<file path="src/rtl/fbs_pkg.sv">
`timescale 1ns/1ps
package fbs_pkg;
    // Memory slot owner within one pixel period
    typedef enum logic {
        SLOT_VIDEO = 1'b0,
        SLOT_CPU   = 1'b1
    } slot_e;

    // Pixel word width and colour index width
    localparam int WORD_W = 16;
    localparam int NIB_W  = 4;
    localparam int PIX_PER_WORD = WORD_W / NIB_W;
    localparam int SUB_W  = $clog2(PIX_PER_WORD);
    localparam int PAL_N  = 1 << NIB_W;
endpackage

</file>
<file path="src/rtl/fbs_timing.sv">
`timescale 1ns/1ps
module fbs_timing #(
    parameter int H_ACT  = 320,
    parameter int H_FP   = 40,
    parameter int H_SYNC = 64,
    parameter int H_BP   = 84,
    parameter int V_ACT  = 240,
    parameter int V_FP   = 4,
    parameter int V_SYNC = 3,
    parameter int V_BP   = 15,
    parameter int SUB_W  = 2
) (
    input  logic             clk,
    input  logic             rst_n,
    output logic             slot_o,
    output logic [SUB_W-1:0] h_sub_o,
    output logic             act_o,
    output logic             v_act_o,
    output logic             hs_o,
    output logic             vs_o
);
    localparam int H_TOT = H_ACT + H_FP + H_SYNC + H_BP;
    localparam int V_TOT = V_ACT + V_FP + V_SYNC + V_BP;
    localparam int HW = $clog2(H_TOT + 1);
    localparam int VW = $clog2(V_TOT + 1);
    localparam logic [HW-1:0] H_LAST = HW'(H_TOT - 1);
    localparam logic [VW-1:0] V_LAST = VW'(V_TOT - 1);
    localparam logic [HW-1:0] H_A    = HW'(H_ACT);
    localparam logic [HW-1:0] HS_BEG = HW'(H_ACT + H_FP);
    localparam logic [HW-1:0] HS_END = HW'(H_ACT + H_FP + H_SYNC);
    localparam logic [VW-1:0] V_A    = VW'(V_ACT);
    localparam logic [VW-1:0] VS_BEG = VW'(V_ACT + V_FP);
    localparam logic [VW-1:0] VS_END = VW'(V_ACT + V_FP + V_SYNC);

    typedef struct packed {
        logic          slot;
        logic [HW-1:0] h;
        logic [VW-1:0] v;
    } tim_t;

    tim_t tim_d, tim_q;

    always_comb begin
        tim_d      = tim_q;
        tim_d.slot = ~tim_q.slot;
        if (tim_q.slot) begin
            if (tim_q.h == H_LAST) begin
                tim_d.h = '0;
                tim_d.v = (tim_q.v == V_LAST) ? '0 : tim_q.v + 1'b1;
            end else begin
                tim_d.h = tim_q.h + 1'b1;
            end
        end
    end

    always_ff @(posedge clk or negedge rst_n) begin
        if (!rst_n) tim_q <= '0;
        else        tim_q <= tim_d;
    end

    assign slot_o  = tim_q.slot;
    assign h_sub_o = tim_q.h[SUB_W-1:0];
    assign v_act_o = tim_q.v < V_A;
    assign act_o   = (tim_q.h < H_A) && v_act_o;
    assign hs_o    = (tim_q.h >= HS_BEG) && (tim_q.h < HS_END);
    assign vs_o    = (tim_q.v >= VS_BEG) && (tim_q.v < VS_END);

    // the pixel position advances only at the end of a CPU slot
    a_r1_pixel_holds: assert property (@(posedge clk) disable iff (!rst_n)
        !tim_q.slot |=> $stable(tim_q.h) && $stable(tim_q.v));
endmodule

</file>
<file path="src/rtl/fbs_palette.sv">
`timescale 1ns/1ps
module fbs_palette #(
    parameter int ENTRIES = 16,
    parameter int CW      = 16,
    localparam int IW     = $clog2(ENTRIES)
) (
    input  logic          clk,
    input  logic          rst_n,
    input  logic          we_i,
    input  logic [IW-1:0] widx_i,
    input  logic [CW-1:0] wdata_i,
    input  logic [IW-1:0] vidx_i,
    output logic [CW-1:0] vcol_o,
    input  logic [IW-1:0] cidx_i,
    output logic [CW-1:0] ccol_o
);
    typedef struct packed {
        logic [ENTRIES-1:0][CW-1:0] ent;
    } pal_t;

    pal_t pal_d, pal_q;

    always_comb begin
        pal_d = pal_q;
        if (we_i) pal_d.ent[widx_i] = wdata_i;
    end

    always_ff @(posedge clk or negedge rst_n) begin
        if (!rst_n) pal_q <= '0;
        else        pal_q <= pal_d;
    end

    assign vcol_o = pal_q.ent[vidx_i];
    assign ccol_o = pal_q.ent[cidx_i];
endmodule

</file>
<file path="src/rtl/fbs_pixel.sv">
`timescale 1ns/1ps
module fbs_pixel #(
    parameter int AW = 18
) (
    input  logic                          clk,
    input  logic                          rst_n,
    input  logic                          slot_i,
    input  logic                          act_i,
    input  logic                          v_act_i,
    input  logic                          hs_i,
    input  logic                          vs_i,
    input  logic [fbs_pkg::SUB_W-1:0]     h_sub_i,
    input  logic                          mode_i,
    input  logic [fbs_pkg::WORD_W-1:0]    mem_rdata_i,
    input  logic [fbs_pkg::WORD_W-1:0]    pal_col_i,
    output logic                          fetch_o,
    output logic [AW-1:0]                 vaddr_o,
    output logic [fbs_pkg::NIB_W-1:0]     pal_idx_o,
    output logic                          de_o,
    output logic                          hs_o,
    output logic                          vs_o,
    output logic [fbs_pkg::WORD_W-1:0]    rgb_o
);
    import fbs_pkg::*;

    typedef struct packed {
        logic [AW-1:0]     vaddr;
        logic [WORD_W-1:0] word;
        logic              de;
        logic              hs;
        logic              vs;
        logic [WORD_W-1:0] rgb;
    } pix_t;

    pix_t pix_d, pix_q;
    logic             grp_start;
    logic             new_word;
    logic [WORD_W-1:0] cur_word;

    always_comb begin
        grp_start = (h_sub_i == '0);
        new_word  = !mode_i || grp_start;
        fetch_o   = act_i && (slot_i == SLOT_VIDEO) && new_word;
        cur_word  = new_word ? mem_rdata_i : pix_q.word;
        pal_idx_o = cur_word[NIB_W*int'(h_sub_i) +: NIB_W];

        pix_d = pix_q;
        if (fetch_o)  pix_d.vaddr = pix_q.vaddr + 1'b1;
        if (!v_act_i) pix_d.vaddr = '0;
        if (slot_i == SLOT_CPU) begin
            pix_d.de  = act_i;
            pix_d.hs  = hs_i;
            pix_d.vs  = vs_i;
            pix_d.rgb = act_i ? (mode_i ? pal_col_i : cur_word) : '0;
            if (act_i && mode_i && grp_start) pix_d.word = mem_rdata_i;
        end
    end

    always_ff @(posedge clk or negedge rst_n) begin
        if (!rst_n) pix_q <= '0;
        else        pix_q <= pix_d;
    end

    assign vaddr_o = pix_q.vaddr;
    assign de_o    = pix_q.de;
    assign hs_o    = pix_q.hs;
    assign vs_o    = pix_q.vs;
    assign rgb_o   = pix_q.rgb;

    // outputs change only at the edge closing a pixel's CPU slot
    a_r3_hold_over_video_slot: assert property (@(posedge clk) disable iff (!rst_n)
        (slot_i == SLOT_VIDEO) |=> $stable(pix_q.de) && $stable(pix_q.rgb));
    // sync pulses never overlap the visible area
    a_r2_sync_blanked: assert property (@(posedge clk) disable iff (!rst_n)
        (pix_q.hs || pix_q.vs) |-> !pix_q.de);
    // the fetch address restarts from zero outside the visible lines
    a_r4_frame_restart: assert property (@(posedge clk) disable iff (!rst_n)
        !v_act_i |=> pix_q.vaddr == '0);
endmodule

</file>
<file path="src/rtl/fbs_arbiter.sv">
`timescale 1ns/1ps
module fbs_arbiter #(
    parameter int AW      = 18,
    parameter int FB_BASE = 0
) (
    input  logic                       clk,
    input  logic                       rst_n,
    input  logic                       slot_i,
    input  logic                       act_i,
    input  logic                       policy_i,
    input  logic                       cpu_req_i,
    input  logic                       cpu_we_i,
    input  logic                       cpu_pal_i,
    input  logic [AW-1:0]              cpu_addr_i,
    input  logic [fbs_pkg::WORD_W-1:0] cpu_wdata_i,
    input  logic                       fetch_i,
    input  logic [AW-1:0]              vaddr_i,
    input  logic [fbs_pkg::WORD_W-1:0] pal_ccol_i,
    input  logic [fbs_pkg::WORD_W-1:0] mem_rdata_i,
    output logic [AW-1:0]              mem_addr_o,
    output logic                       mem_we_o,
    output logic [fbs_pkg::WORD_W-1:0] mem_wdata_o,
    output logic                       cpu_ready_o,
    output logic                       pal_we_o,
    output logic                       cpu_rvalid_o,
    output logic [fbs_pkg::WORD_W-1:0] cpu_rdata_o
);
    import fbs_pkg::*;

    localparam logic [AW-1:0] BASE = AW'(FB_BASE);

    typedef struct packed {
        logic              rvalid;
        logic              rpal;
        logic [WORD_W-1:0] pdata;
    } arb_t;

    arb_t arb_d, arb_q;
    logic slot_open;
    logic mem_grant;

    always_comb begin
        slot_open   = (slot_i == SLOT_CPU) && (!policy_i || !act_i);
        cpu_ready_o = cpu_req_i && (cpu_pal_i || slot_open);
        mem_grant   = cpu_req_i && !cpu_pal_i && slot_open;
        mem_addr_o  = fetch_i ? (BASE + vaddr_i) : cpu_addr_i;
        mem_we_o    = mem_grant && cpu_we_i;
        mem_wdata_o = cpu_wdata_i;
        pal_we_o    = cpu_req_i && cpu_pal_i && cpu_we_i;

        arb_d        = arb_q;
        arb_d.rvalid = cpu_ready_o && !cpu_we_i;
        arb_d.rpal   = cpu_pal_i;
        arb_d.pdata  = pal_ccol_i;
    end

    always_ff @(posedge clk or negedge rst_n) begin
        if (!rst_n) arb_q <= '0;
        else        arb_q <= arb_d;
    end

    assign cpu_rvalid_o = arb_q.rvalid;
    assign cpu_rdata_o  = arb_q.rpal ? arb_q.pdata : mem_rdata_i;

    // a CPU write never lands in the cycle of a video fetch
    a_r6_write_not_in_fetch: assert property (@(posedge clk) disable iff (!rst_n)
        mem_we_o |-> !fetch_i);
    // under the blanking policy no memory write occurs in the visible area
    a_r7_blank_only_write: assert property (@(posedge clk) disable iff (!rst_n)
        (policy_i && act_i) |-> !mem_we_o);
    // read data is only flagged after a read request was present
    a_r8_rvalid_cause: assert property (@(posedge clk) disable iff (!rst_n)
        cpu_rvalid_o |-> $past(cpu_req_i && !cpu_we_i));
endmodule

</file>
<file path="src/rtl/fb_scanout.sv">
`timescale 1ns/1ps
module fb_scanout #(
    parameter int H_ACT   = 320,
    parameter int H_FP    = 40,
    parameter int H_SYNC  = 64,
    parameter int H_BP    = 84,
    parameter int V_ACT   = 240,
    parameter int V_FP    = 4,
    parameter int V_SYNC  = 3,
    parameter int V_BP    = 15,
    parameter int AW      = 18,
    parameter int FB_BASE = 0
) (
    input  logic          clk,
    input  logic          rst_n,
    input  logic          pix_mode,
    input  logic          cpu_policy,
    input  logic          cpu_req,
    input  logic          cpu_we,
    input  logic          cpu_pal,
    input  logic [AW-1:0] cpu_addr,
    input  logic [15:0]   cpu_wdata,
    output logic          cpu_ready,
    output logic          cpu_rvalid,
    output logic [15:0]   cpu_rdata,
    output logic [AW-1:0] mem_addr,
    output logic          mem_we,
    output logic [15:0]   mem_wdata,
    input  logic [15:0]   mem_rdata,
    output logic          vid_de,
    output logic          vid_hsync,
    output logic          vid_vsync,
    output logic [4:0]    vid_r,
    output logic [5:0]    vid_g,
    output logic [4:0]    vid_b
);
    import fbs_pkg::*;

    localparam int PAL_IW = $clog2(PAL_N);

    logic              slot;
    logic [SUB_W-1:0]  h_sub;
    logic              act, v_act, hs, vs;
    logic              fetch;
    logic [AW-1:0]     vaddr;
    logic [NIB_W-1:0]  pal_idx;
    logic [WORD_W-1:0] pal_vcol, pal_ccol;
    logic              pal_we;
    logic [WORD_W-1:0] rgb;

    fbs_timing #(
        .H_ACT(H_ACT), .H_FP(H_FP), .H_SYNC(H_SYNC), .H_BP(H_BP),
        .V_ACT(V_ACT), .V_FP(V_FP), .V_SYNC(V_SYNC), .V_BP(V_BP),
        .SUB_W(SUB_W)
    ) u_timing (
        .clk(clk), .rst_n(rst_n), .slot_o(slot), .h_sub_o(h_sub),
        .act_o(act), .v_act_o(v_act), .hs_o(hs), .vs_o(vs)
    );

    fbs_palette #(.ENTRIES(PAL_N), .CW(WORD_W)) u_palette (
        .clk(clk), .rst_n(rst_n), .we_i(pal_we),
        .widx_i(cpu_addr[PAL_IW-1:0]), .wdata_i(cpu_wdata),
        .vidx_i(pal_idx), .vcol_o(pal_vcol),
        .cidx_i(cpu_addr[PAL_IW-1:0]), .ccol_o(pal_ccol)
    );

    fbs_pixel #(.AW(AW)) u_pixel (
        .clk(clk), .rst_n(rst_n), .slot_i(slot), .act_i(act), .v_act_i(v_act),
        .hs_i(hs), .vs_i(vs), .h_sub_i(h_sub), .mode_i(pix_mode),
        .mem_rdata_i(mem_rdata), .pal_col_i(pal_vcol), .fetch_o(fetch),
        .vaddr_o(vaddr), .pal_idx_o(pal_idx), .de_o(vid_de), .hs_o(vid_hsync),
        .vs_o(vid_vsync), .rgb_o(rgb)
    );

    fbs_arbiter #(.AW(AW), .FB_BASE(FB_BASE)) u_arbiter (
        .clk(clk), .rst_n(rst_n), .slot_i(slot), .act_i(act), .policy_i(cpu_policy),
        .cpu_req_i(cpu_req), .cpu_we_i(cpu_we), .cpu_pal_i(cpu_pal),
        .cpu_addr_i(cpu_addr), .cpu_wdata_i(cpu_wdata), .fetch_i(fetch),
        .vaddr_i(vaddr), .pal_ccol_i(pal_ccol), .mem_rdata_i(mem_rdata),
        .mem_addr_o(mem_addr), .mem_we_o(mem_we), .mem_wdata_o(mem_wdata),
        .cpu_ready_o(cpu_ready), .pal_we_o(pal_we), .cpu_rvalid_o(cpu_rvalid),
        .cpu_rdata_o(cpu_rdata)
    );

    assign vid_r = rgb[15:11];
    assign vid_g = rgb[10:5];
    assign vid_b = rgb[4:0];
endmodule

</file>
<file path="config.mk">
export PLATFORM = sky130hd
export DESIGN_NAME = fb_scanout
export DESIGN_NICKNAME = d
export VERILOG_FILES = /design/src/rtl/fbs_pkg.sv /design/src/rtl/fbs_timing.sv /design/src/rtl/fbs_palette.sv /design/src/rtl/fbs_pixel.sv /design/src/rtl/fbs_arbiter.sv /design/src/rtl/fb_scanout.sv
export SDC_FILE = /design/constraint.sdc
export NUM_CORES = 1
export LEC_CHECK = 0
export ABC_AREA = 1
export BUFFER_PORTS_ARGS = -buffer_cell sky130_fd_sc_hd__buf_4
export CORE_ASPECT_RATIO = 1.4
export CORE_UTILIZATION = 33
export DETAILED_ROUTE_END_ITERATION = 8
export SLEW_MARGIN = 20
export SYNTH_ARGS = -nofsm -noshare
export SYNTH_HDL_FRONTEND = slang
export SYNTH_SLANG_ARGS = --single-unit
</file>
<file path="constraint.sdc">
create_clock -name clk -period 5.7 [get_ports clk]
set_input_delay 0.57 -clock clk [delete_from_list [all_inputs] [get_ports clk]]
set_output_delay 0.57 -clock clk [all_outputs]
set_load 0.03 [all_outputs]
</file>
---- Word level (Yosys, flattened, before mapping) ----
Index checks and enable logic that the tools add are counted.
W data, S select, Z words.
storage, ports and cells
  bits in registers ....................... 346
  output and inout port bits .............. 72
  bits of input ports ..................... 57
  logic and storage cells ................. 88
operators by class
  magnitude comparators ................... 9
  shift-type cells ........................ 1
  add/subtract/negate cells ............... 3
  equality and inequality tests ........... 3
  mux-type cells .......................... 16
  bitwise operators ....................... 1
  reductions and logical operators ........ 27
operators with widths
  operator                 number
  $bwmux W256              1
  $bmux W16 S4             2
  $mux W16                 7
  $demux W16 S4            1
  $mux W18                 3
  $add A18 B1 Y18 const B  1
  $add A9 B1 Y9 const B    2
  $eq A9 B9 Y1 const B     2
  $lt A9 B8 Y1 const B     2
  $lt A9 B9 Y1 const B     2
  $mux W9                  2
  $logic_and A1 B1 Y1      16
  $shiftx A16 B5 Y4        1
  $lt A4 B5 Y1 const B     2
  $ge A9 B8 Y1 const B     1
  $ge A9 B9 Y1 const B     1
  $logic_not A1 Y1         5
  $ge A4 B1 Y1 const B     1
  $reduce_and A2 Y1        2
  $logic_or A1 B1 Y1       3
  $logic_not A2 Y1         1
  $ne A2 B1 Y1 const B     1
  $not A1 Y1               1

---- Longest topological paths before layout ----
  depth after elaboration ................. 8
  gate-level depth with buffers ........... 20
  mapped depth without buffers ............ 17

---- Cells and area by module ----
From an unflattened synthesis, not the netlist that was laid out.
second synthesis, totals
  cell total of the unflattened synthesis .. 2955
  area total of the unflattened synthesis .. 20163.1 µm²
modules (own cells, without submodules)
  module       sequential area each (µm²)  area an instance (µm²)  instances  cells an instance
  fbs_palette  6406.1                      14875.5                 1          2240
  fbs_pixel    1226.2                      2934.1                  1          389
  fbs_timing   475.5                       1213.7                  1          173
  fbs_arbiter  450.4                       1139.8                  1          153

---- Least setup slack after synthesis ----
OpenSTA, ideal clock, no wires.
  path kind ............................... flip-flop to output port
  start point ............................. register u_timing.tim_q (netlist bit u_timing.h_sub_o[0])
  end point ............................... output mem_addr[10]
  cell stages (with the launch flop) ...... 12
  setup slack ............................. 2879 ps
  data required time ...................... 5130 ps
  buffers on the path ..................... 3
  arrival ................................. 2251 ps
  cell sequence ........................... dfrtp_1 -> buf_2 -> inv_1 -> ha_1 -> inv_2 -> nand2_8 -> inv_6 -> buf_6 -> nor2_8 -> nand3_4 -> clkbuf_1 -> o21ai_0
on the way
  cells in the longest elaborated chain, start to end .. 5
  elaborated cells between the ends (all ways) .. 7
  those cells by class .................... order compare (1); mux (1); reduce/logical (5)
RTL lines
  what                     line               source
  from (decl)              fbs_timing.sv:41   tim_t tim_d, tim_q;
  from (signal assigned)   fbs_timing.sv:58   else tim_q <= tim_d;
  $lt A9 B9 Y1             fbs_timing.sv:64   assign act_o = (tim_q.h < H_A) && v_act_o;
  $logic_and A1 B1 Y1      fbs_timing.sv:64
  $logic_and A1 B1 Y1      fbs_pixel.sv:43    fetch_o = act_i && (slot_i == SLOT_VIDEO) && new_word;
  $logic_and A1 B1 Y1 (*)  fbs_pixel.sv:43
  $mux W18 (*)             fbs_arbiter.sv:46  mem_addr_o = fetch_i ? (BASE + vaddr_i) : cpu_addr_i;
  to (decl)                fb_scanout.sv:26   output logic [AW-1:0] mem_addr,
Every way passes the cells marked *; elsewhere a longest branch is shown, timed or not.

---- Worst setup path in the final report ----
  start point ............................. register u_timing.tim_q (netlist bit u_timing.h_sub_o[0])
  end point ............................... register u_pixel.pix_q (netlist bit u_pixel.rgb_o[6])
on the way
  cells in the longest elaborated chain, start to end .. 8
  elaborated cells between the ends (all ways) .. 10
  those cells by class .................... order compare (1); shift (1); mux (5); reduce/logical (3)
RTL lines
  what                            line               source
  $logic_not A2 Y1                fbs_pixel.sv:41    grp_start = (h_sub_i == '0);
  $logic_or A1 B1 Y1              fbs_pixel.sv:42    new_word = !mode_i || grp_start;
  $mux W16                        fbs_pixel.sv:44    cur_word = new_word ? mem_rdata_i : pix_q.word;
  $shiftx A16 B5 Y4               fbs_pixel.sv:45    pal_idx_o = cur_word[NIB_W*int'(h_sub_i) +: NIB_W];
  $bmux W16 S4                    fbs_palette.sv:33  assign vcol_o = pal_q.ent[vidx_i];
  $mux W16 (implied by the code)  fbs_palette.sv:33
  $mux W16                        fbs_pixel.sv:54    pix_d.rgb = act_i ? (mode_i ? pal_col_i : cur_word) : '0;
  $mux W16 (*)                    fbs_pixel.sv:54
  to (signal assigned)            fbs_pixel.sv:61    else pix_q <= pix_d;
  to (decl)                       fbs_pixel.sv:35    pix_t pix_d, pix_q;
Every way passes the cells marked *; elsewhere a longest branch is shown, timed or not. The select of a mux whose other input is x is not followed.
A chain may end at the register's enable or synchronous reset.

==> metrics.yaml <==
status:
  outcome: "complete, no violations"
place:
  dpl_cell_area_sq_um: 19650
  finalWeightedCongestion: 0.9430
  post-place-ws_ns: 1.873
  hpwl_microns: 38460
  placed_cells: 3063
  numPortBuffers: 128
power_and_ir_drop:
  power.static_leakage_nw: 9.178
  peakVddDrop_uv: 184.1
  p_total_mw: 6.627
  p_per_area_nw_per_um2: 316.0
worst_setup_path:
  cp-start-kind: "flop"
  cpMaxStageDelayCell: "nand2_4"
  path_cells: "inv_1 > ha_1 > inv_2 > nand3_1 > nand3_1 > nand3_4 > nand2_4 > buf_4 > nand2_1 > nand3_1 > nand3_1 > nand3_1 > nand2_1 > nand2_1 > nand2_1 > nand2_1"
  worstSetupPathType: "reg2reg"
  required_ns: 6.20
  r2r_start: "u_timing.h_sub_o[0]$_DFFE_PN0P_"
  cp-end-kind: "flop"
  crit_arrival_ns: 4.45
  max_stage_delay_ns: 0.83
  critPathLaunch: "u_timing.h_sub_o[0]$_DFFE_PN0P_"
  reg2regPathDepth: 16
  critPathMaxFanout: 57
worst_hold_path:
  hp-start: "cpu_pal"
  hold_depth: 1
  hold_path_class: "in2reg"
floorplanning:
  die_w_microns: 202.5
  placementRows: 102
  ios: 129
  start_util_pct: 33.46
  core_area_sq_um: 55520
  die_area_sq_um: 57250
  dieHeight_microns: 282.7
cts:
  cts_hold_buf: 0
  clockBufferDepth: 3
  cts_tree: "built"
  ctsResizeCount: 0
  h-tree-depth: 2
  insertion_delay_ns: 0.57
  cts_setup_buffers: 0
  root_buffer: "clkbuf_16"
  cts_sinks: 346
  cts_buffers: 39
  clk_pin_slew_ns: 0.06
routing:
  ant_nets: 0
  routed_wl_microns: 66250
  routed-via-count: 18100
  routed_via_density: 5.777
  firstDrtPassIters: 8
  routedWlPerCell_microns: 21.15
  drc: 0
  first_iter_violations: 2438
sta:
  skew_ns: 0.01685
  hold_viol_final: 0
  max_slew_margin_pct: 16.14
  tightest_slew_ns: 1.257
  fmax_ghz: 0.2533
  slew_viol_final: 0
  timing.final.ws_setup_ns: 1.753
  setup_viol: 0
  finalCritPeriodShare_pct: 69.25
  rsz0062_at_grt: "false"
  tns_ns: 0
  period_needed_ns: 3.947
global_routing:
  antenna_found_initial: 0
  grt_pass1_wl_microns: 100900
  grt_max_degree: 135
  grt_pass1_vias: 17070
  grt.overflow.total: 0
  grt.total_usage_pct: 22.79
synthesis:
  synth_nets: 2462
  synth_edf_count: 0
  ys_seq_elements: 346
  synth_ff_type: "dfrtp_1"
  synth_top_cell_by_area: "dfrtp_1"
  synth_top_cell_area_share_pct: 46.62
  syn-mean-instance-area_sq_um: 7.742
  synth_warnings: 0
  synthCells: 2399
  async_flop_share_pct: 100.0
  ys_seq_area_share_pct: 46.62
  synthTopCellsByArea: "dfrtp_1 (47%), nand3_1 (14%), nand2_1 (12%)"
  yosysUniqueCellTypes: 47
  synthesis.area_sq_um: 18570
final_layout:
  design_area_sq_um: 20980
  drive_above_1_share_pct: 11.10
  fin_cells: 3133
  fill_cells: 5727
  layout.nets: 2441
  antennaDiodeCount: 0
  synthToLayoutAreaGrowth_pct: 12.93
  seq_area_sq_um: 8658
  multi_input_area_sq_um: 8454
job:
  maxCapViolCount: 0
-- stage by stage --
stage          util, %  hold WS [ns]
3_5_place_dp     35.40        0.4783
4_1_cts          37.71        0.1319
5_1_grt          37.78        0.1327
3_3_place_gp     35.40        0.4658
2_1_floorplan        -        0.2744
6_report         37.78        0.1385
-- state kept, by name (all words and copies together), names as in the netlist, 2 cells and up --
name / count
u_timing.h_sub_o: 2
u_palette.pal_q: 256
u_pixel.pix_q: 16
u_pixel.rgb_o: 16
u_pixel.vaddr_o: 18
u_arbiter.arb_q: 17
u_timing.tim_q: 16
-- final timing paths --
kind | end | slack [ns]
setup / recovery | u_pixel.rgb_o[6]$_DFFE_PN0P_ | 1.75
hold / removal | u_arbiter.arb_q[16]$_DFF_PN0_ | 0.14
setup reg to reg | u_pixel.rgb_o[6]$_DFFE_PN0P_ | 1.75
hold reg to reg | u_pixel.hs_o$_DFFE_PN0P_ | 0.48
max in group asynchronous | u_palette.pal_q[110]$_DFFE_PN0P_ | 3.53
min in group asynchronous | u_pixel.rgb_o[11]$_DFFE_PN0P_ | 0.48
-- report_power, final --
group          switching [mW]  total, mW  internal (mW)  leakage (nW)
clock network            1.05       2.57           1.51         0.638
registers               0.270       3.03           2.76          4.56
logic                   0.672       1.03          0.360          3.98
-- routing by layer --
metal  vias up  part of all wire [%]  GRT usage [%]
met3       238                   9.9          4.743
met1      8610                    39          28.94
met2      1088                    45          35.27
met5         -                     0              0
li1       8162                     -              -
met4         0                   6.2          14.65
-- area by class of cell --
cell class	instances	area share, %
Clock buffer	55	5.369
Clock inverter	13	0.7397
Inverter	98	1.796
Multi-Input combinational cell	1728	40.31
Sequential cell	346	41.28
Tap cell	728	4.343
Timing Repair Buffer	165	6.168
-- layout by cell type, fill, tap and decap left out, types with 3 or more instances in the layout --
master	count
nand2_1	600
nand3_1	513
dfrtp_1	346
o21ai_0	311
buf_4	160
inv_1	86
a22oi_1	64
a31oi_1	64
clkbuf_16	39
a21oi_1	34
nor2_1	27
or4_1	16
o21ai_1	16
nor3_1	13
nand2_2	9
nand4_1	9
clkbuf_8	9
inv_2	7
clkinv_2	7
clkbuf_1	7
ha_1	6
inv_6	5
nor2_4	5
xor2_1	5
nand3_4	4
o211ai_1	4
nor4_1	3
nand3_2	3
bufinv_16	3
-- cells by family after synthesis --
kind of cell / synth area share [%]
and+or+nand+nor: 29.22
buffers and inverters: 8.226
DFF: 46.62
xor gates and xnor gates: 0.2358
adders and majority gates: 0.4042
AOI/OAI and AO/OA: 15.29
-- synth_stat cells, drive strengths merged, types with 2 or more instances --
cell and n:
xor2 5, dfrtp 346, a21oi 37, a31oi 65, o22ai 2, o211ai 4
nand3 520, clkinv 2, nand2 611, inv 96, clkbuf 114, nor4 3
or4 16, nand4 9, a22oi 64, nor2 35, buf 113, nor3 14
a211oi 2, ha 6, o21ai 328
-- critical path, delay by kind of cell, from the launching register on --
family	cells	cell delay (ns)
flip-flops	1	0.52
adder cells (fa/ha/maj)	1	0.27
buffers and inverters	3	0.75
AND/OR/NAND/NOR	12	2.29
Note: power is estimated with default switching activity, not from simulation.
